==> src/rtl/icr_pkg.sv <==
package icr_pkg;
   localparam int REG_W    = 8;
   localparam int CE_POS   = 0;
   localparam int VSEL_POS = 1;
   localparam int SPI_POS  = 2;
   localparam int AUX_W    = REG_W - SPI_POS - 1;

   typedef struct packed {
      logic [AUX_W-1:0] aux;
      logic             spi_only;
      logic             vsel;
      logic             ce;
   } ctrl_reg_t;
endpackage

==> src/rtl/icr_store.sv <==
module icr_store
   import icr_pkg::*;
(
   input  logic             clk,
   input  logic             rst_n,
   input  logic             wr_en,
   input  logic [AUX_W-1:0] wr_aux,
   input  logic             wr_spi,
   output logic [AUX_W-1:0] aux_o,
   output logic             spi_only_o
);
   logic [AUX_W-1:0] aux_q;
   logic             spi_q;

   always_ff @(posedge clk) begin
      if (!rst_n) begin
         aux_q <= '0;
         spi_q <= 1'b0;
      end else if (wr_en) begin
         aux_q <= wr_aux;
         spi_q <= wr_spi;
      end
   end

   assign aux_o      = aux_q;
   assign spi_only_o = spi_q;
endmodule

==> src/rtl/icr_unlock.sv <==
module icr_unlock #(
   parameter int WINDOW = 4
) (
   input  logic clk,
   input  logic rst_n,
   input  logic wr_en,
   input  logic wr_ce,
   input  logic wr_vsel,
   input  logic retire,
   output logic ce_o,
   output logic vsel_o,
   output logic block_o
);
   localparam int AGE_W = $clog2(WINDOW + 1) + 1;

   if (WINDOW < 1) begin : g_bad_window
      $error("icr_unlock: WINDOW must be at least 1");
   end

   logic ce_q, vsel_q, hold_q;
   logic open_wr, sel_wr, expire;

   assign open_wr = wr_en & wr_ce;
   assign sel_wr  = wr_en & ce_q & ~wr_ce;

   if (WINDOW == 1) begin : g_win_single
      assign expire = ce_q;
   end else begin : g_win_count
      localparam int CNT_W = $clog2(WINDOW);
      logic [CNT_W-1:0] cnt_q;
      always_ff @(posedge clk) begin
         if (!rst_n)                     cnt_q <= '0;
         else if (open_wr)               cnt_q <= CNT_W'(WINDOW - 1);
         else if (ce_q && cnt_q != '0)   cnt_q <= cnt_q - 1'b1;
      end
      assign expire = ce_q && (cnt_q == '0);
   end

   always_ff @(posedge clk) begin
      if (!rst_n) begin
         ce_q   <= 1'b0;
         vsel_q <= 1'b0;
         hold_q <= 1'b0;
      end else begin
         if (open_wr)     ce_q <= 1'b1;
         else if (sel_wr) ce_q <= 1'b0;
         else if (expire) ce_q <= 1'b0;

         if (sel_wr) vsel_q <= wr_vsel;

         if (sel_wr)      hold_q <= 1'b1;
         else if (retire) hold_q <= 1'b0;
      end
   end

   assign ce_o    = ce_q;
   assign vsel_o  = vsel_q;
   assign block_o = ce_q | hold_q;

   logic [AGE_W-1:0] ce_age;
   always_ff @(posedge clk) begin
      if (!rst_n)       ce_age <= '0;
      else if (open_wr) ce_age <= '0;
      else if (ce_q)    ce_age <= ce_age + 1'b1;
      else              ce_age <= '0;
   end


   ce_open_chk: assert property (@(posedge clk) disable iff (!rst_n)
      open_wr |=> (ce_q && block_o));


   ce_window_chk: assert property (@(posedge clk) disable iff (!rst_n)
      ce_q |-> (ce_age < AGE_W'(WINDOW)));


   vsel_guard_chk: assert property (@(posedge clk) disable iff (!rst_n)
      !$stable(vsel_q) |-> $past(wr_en && ce_q && !wr_ce));


   hold_release_chk: assert property (@(posedge clk) disable iff (!rst_n)
      (block_o && !ce_q && retire && !wr_en) |=> !block_o);
endmodule

==> src/rtl/icr_irq_gate.sv <==
module icr_irq_gate #(
   parameter int               NUM_IRQ  = 16,
   parameter logic [NUM_IRQ-1:0] SPI_MASK = 16'h0038
) (
   input  logic               clk,
   input  logic               rst_n,
   input  logic               block,
   input  logic               spi_only,
   input  logic [NUM_IRQ-1:0] req,
   output logic [NUM_IRQ-1:0] gated
);
   if (NUM_IRQ < 1) begin : g_bad_width
      $error("icr_irq_gate: NUM_IRQ must be at least 1");
   end
   if (SPI_MASK == '0) begin : g_bad_mask
      $error("icr_irq_gate: SPI_MASK selects no source");
   end

   for (genvar i = 0; i < NUM_IRQ; i++) begin : g_bit
      logic pass;
      assign pass     = !block && (!spi_only || SPI_MASK[i]);
      assign gated[i] = req[i] & pass;
   end


   block_zero_chk: assert property (@(posedge clk) disable iff (!rst_n)
      block |-> (gated == '0));


   spi_only_chk: assert property (@(posedge clk) disable iff (!rst_n)
      (spi_only && !block) |-> (gated == (req & SPI_MASK)));
endmodule

==> src/rtl/vecsel_irq_ctrl.sv <==
module vecsel_irq_ctrl
   import icr_pkg::*;
#(
   parameter int                 NUM_IRQ  = 16,
   parameter logic [NUM_IRQ-1:0] SPI_MASK = 16'h0038,
   parameter int                 WINDOW   = 4
) (
   input  logic               clk,
   input  logic               rst_n,
   input  logic               bus_we,
   input  logic [REG_W-1:0]   bus_wdata,
   input  logic               retire_strobe,
   input  logic [NUM_IRQ-1:0] irq_req,
   output logic [REG_W-1:0]   bus_rdata,
   output logic [NUM_IRQ-1:0] irq_gated,
   output logic               vec_boot,
   output logic               irq_block
);
   ctrl_reg_t wr_view, rd_view;
   logic      ce_w, vsel_w, spi_w;
   logic [AUX_W-1:0] aux_w;

   assign wr_view = ctrl_reg_t'(bus_wdata);

   icr_store u_store (
      .clk        (clk),
      .rst_n      (rst_n),
      .wr_en      (bus_we),
      .wr_aux     (wr_view.aux),
      .wr_spi     (wr_view.spi_only),
      .aux_o      (aux_w),
      .spi_only_o (spi_w)
   );

   icr_unlock #(.WINDOW(WINDOW)) u_unlock (
      .clk     (clk),
      .rst_n   (rst_n),
      .wr_en   (bus_we),
      .wr_ce   (wr_view.ce),
      .wr_vsel (wr_view.vsel),
      .retire  (retire_strobe),
      .ce_o    (ce_w),
      .vsel_o  (vsel_w),
      .block_o (irq_block)
   );

   icr_irq_gate #(.NUM_IRQ(NUM_IRQ), .SPI_MASK(SPI_MASK)) u_gate (
      .clk      (clk),
      .rst_n    (rst_n),
      .block    (irq_block),
      .spi_only (spi_w),
      .req      (irq_req),
      .gated    (irq_gated)
   );

   always_comb begin
      rd_view.aux      = aux_w;
      rd_view.spi_only = spi_w;
      rd_view.vsel     = vsel_w;
      rd_view.ce       = ce_w;
   end

   assign bus_rdata = rd_view;
   assign vec_boot  = vsel_w;
endmodule

==> config.mk <==
export PLATFORM = sky130hd
export DESIGN_NAME = vecsel_irq_ctrl
export DESIGN_NICKNAME = d
export VERILOG_FILES = /design/src/rtl/icr_pkg.sv /design/src/rtl/icr_store.sv /design/src/rtl/icr_unlock.sv /design/src/rtl/icr_irq_gate.sv /design/src/rtl/vecsel_irq_ctrl.sv
export SDC_FILE = /design/constraint.sdc
export NUM_CORES = 1
export LEC_CHECK = 0
export ABC_CLOCK_PERIOD_IN_PS = 1400
export BUFFER_PORTS_ARGS = -buffer_cell sky130_fd_sc_hd__buf_2
export CAP_MARGIN = 5
export CORE_MARGIN = 2
export CORE_UTILIZATION = 25
export DETAILED_ROUTE_END_ITERATION = 8
export GPL_TIMING_DRIVEN = 0
export HOLD_SLACK_MARGIN = 0.05
export SYNTH_ARGS = -nofsm -noshare
export SYNTH_HDL_FRONTEND = slang
export SYNTH_SLANG_ARGS = --single-unit
==> constraint.sdc <==
create_clock -name clk -period 1.4 [get_ports clk]
set_input_delay 0.21 -clock clk [delete_from_list [all_inputs] [get_ports clk]]
set_output_delay 0.21 -clock clk [all_outputs]
set_load 0.005 [all_outputs]
==> impl_summary.md <==
Die
The I/O pin count is 54. The die is approximately 54 µm wide. The cell row count is 17. The initial core utilization is a little over a quarter. The area of the core is 2276 µm².

The full die area is roughly 2900 µm². The height of the die is approximately 54 µm.

Critical path
The worst setup path is launched from a flip-flop. Data arrives at the worst endpoint at between 1 and 1.5 ns. The required time of the critical path is between 1 and 1.5 ns. The kind of critical path is reg -> out. In this run the worst path has a maximum fanout of 5.

The worst setup path is captured at an output port. The register-to-register setup slack is ~0.16 ns.

Timing
For the pin with the worst max-slew slack, the measured transition is 0.3634 ns. For the final database, setup skew stands at approximately 0.0018 ns. In the post-route analysis, the smallest setup slack over all paths is -0.03059 ns. The final cycle utilization of the critical path is 102.2%. The count of final setup violators is 10.

The maximum achievable frequency is around 700 MHz. The smallest clock period supported by the final layout is computed as about 1.4 ns. The number of endpoints with negative hold slack in the final report is 0. The count of pins over their slew limit is 0. The worst max-slew margin expressed relative to the limit is 75.77%. Setup repair after global routing could not meet its margin everywhere.

Placement
During placement, the flow inserted port buffers numbering 52. After detailed placement, the total cell area comes to between 900 and 1000 µm². The total instance count after detailed placement is 147.

The routability congestion estimate from global placement is 0.6553. The post-DP HPWL is roughly 1.2 mm.

Logic synthesis
Of the synthesized area, sequential elements account for between 30 and 40%. Sorting the synthesized cells by area gives the leading types as dfxtp_1 (36%), and2_1 (17%), mux2i_1 (11%). The synthesized design spends more area on one cell type than any other, namely dfxtp_1. The average instance in the mapped netlist occupies about 9.2 µm². Synthesis produced a netlist whose cell count is 67.

The synthesized netlist occupies a cell area of roughly 600 µm². The share of synthesized area in the top cell type comes to between 30% and 40%. During synthesis, Yosys emitted a total of 0 warnings.

The post-synthesis cell type count is 21. The flip-flop and latch count after synthesis is 11. The number of nets produced by synthesis is 96.

Routing
For this block, the initial DRC count from the detailed router was 1. The iteration count of the initial detailed-routing pass is 4. After detailed routing, the average wire length per cell comes to 10.28 µm. The vias per cell is 4.161. The final routed wirelength across all metal layers is 1.594 mm. The count of antenna-violating nets left after detailed routing is 0. After detailed routing, the number of remaining DRC violations is 0. The total via count in the routed design is around 650.

Power and ir drop
The power per unit of standard cell area is approximately 770 nW/µm². VDD sags by at most between 0.0007 and 0.0008 V. The reported leakage power is between 0.5 and 0.6 nW.

Job
The max capacitance violation total is 0.

Clock tree
The insertion delay of the later-clocked pin in the worst-skew pair is 0.26 ns. The clock slew seen by the registers of the worst setup and hold paths is 0.07 ns. The CTS root buffer is clkbuf_4. The number of clock buffers added by TritonCTS is 3. In this run the number of H-tree levels came out at 1. In this run the deepest clock path goes through 2 buffers. The TritonCTS sink count is 11.

The clock tree from TritonCTS is done.

GRT
The first global-routing pass estimated 2.318 mm of wire. The initial antenna violation count came to 0. The number of global-route vias before repair is 560. Entering global routing, the biggest net connects 11 pins. The total global routing track utilization is 11.12%.

The global route total overflow is 0.

Status
The final reports fail on negative setup slack. The run finished, with violations left.

Cells and area
The area growth from synthesis to layout is 70.67%. The finished cells cover 1049 µm². The count of antenna diodes in the layout is 0. Of the cells placed in the final design, the portion with a size suffix greater than 1 is between 60% and 70%. The most common cell after layout, fill and taps aside is buf_2. In the layout the commonest cells are buf_2 (47), and2_1 (10), dfxtp_1 (8). The post-route non-filler standard cell count is approximately 160. After the last flow step, the layout net total stands at about 160.

Hold path
In this run the worst hold path is classified as in -> reg.
[routing by layer]
layer  track usage (%)  wire, µm  vias up
li1                  -         -      335
met1             11.38       621      274
met2             20.99       820       36
met3             1.944       152        0
met4             6.410         0        0
met5                 0         0        -
[critical path: stages (launching register included)]
cell and delay (ns):
dfxtp_4 0.35, nor3_4 0.22, clkbuf_8 0.18, and2_4 0.13, buf_6 0.08
[synth_stat cells, drive strengths merged]
cell type,count
nor4bb,2
nor2,1
or3b,1
nor2b,6
a211o,1
nand2b,2
inv,3
nor3,1
ha,1
clkbuf,2
a21boi,2
and2,17
dfxtp,11
buf,4
nand3b,1
a311o,1
and3,1
nand2,3
mux2i,7
[cell families after synthesis]
kind of cell | Yosys count | share of synthesized area [%]
DFF | 11 | 35.85
adders and majority gates | 1 | 2.036
AOI/OAI and AO/OA | 4 | 5.500
buffers and inverters | 9 | 8.554
muxes | 7 | 11.41
and+or+nand+nor | 35 | 36.66
[report_power, final]
group / switching, mW / total [mW] / internal [mW]
Combinational: 0.0873 / 0.250 / 0.162
Sequential: 0.0143 / 0.346 / 0.332
Clock: 0.0998 / 0.210 / 0.110
Total: 0.201 / 0.805 / 0.604
[stage by stage]
| stage | setup slack, ns | TNS [ns] | total power, mW | utilization (%) | hold slack [ns] |
|---|---|---|---|---|---|
| after floorplan | 0.2295 | 0 | 0.4521 | - | 0.3488 |
| after global placement | 0.07126 | 0 | 0.5418 | 39.97 | 0.4650 |
| after detailed placement | -0.007978 | -0.01257 | 0.5506 | 39.97 | 0.4634 |
| after CTS | -0.04530 | -0.3963 | 0.8132 | 44.80 | 0.1753 |
| after global routing | -0.1008 | -1.165 | 0.8703 | 46.07 | 0.1804 |
| final | -0.03059 | -0.2407 | 0.8054 | 46.07 | 0.1866 |
[final timing paths]
check | startpoint | endpoint | cells after the start
min reg2reg | u_unlock.vsel_o$_SDFFE_PN0P_ | u_unlock.vsel_o$_SDFFE_PN0P_ | 2
min | bus_wdata[1] | u_unlock.vsel_o$_SDFFE_PN0P_ | 3
max | u_store.spi_only_o$_SDFFE_PN0P_ | irq_gated[2] | 4
max reg2reg | u_unlock.g_win_count.cnt_q[0]$_SDFFE_PN0P_ | u_unlock.g_win_count.cnt_q[1]$_SDFFE_PN0P_ | 4
[cell type report]
class / count / area (µm²)
Timing Repair Buffer: 56 / 325.3
Buffer: 6 / 51.30
Sequential cell: 11 / 226.5
Multi-Input combinational cell: 47 / 372.9
Fill cell: 234 / 1227
Clock buffer: 4 / 26.28
Inverter: 3 / 11.26
Tap cell: 28 / 35.03
[state kept, by name, summed over array words and instances, names as in the netlist]
name / cells
u_store.aux_o: 5
u_unlock.g_win_count.cnt_q: 2
u_store.spi_only_o: 1
u_unlock.ce_o: 1
u_unlock.hold_q: 1
u_unlock.vsel_o: 1
[timing repair]
item                                    in CTS  in global routing
endpoints found under the setup margin      10                 16
hold buffers                                 0                  0
buffers inserted                             2                  1
pin swaps                                   13                  1
gates cloned                                 1                  0
gates resized for setup                     17                  7
(Power assumes the default switching activity.)
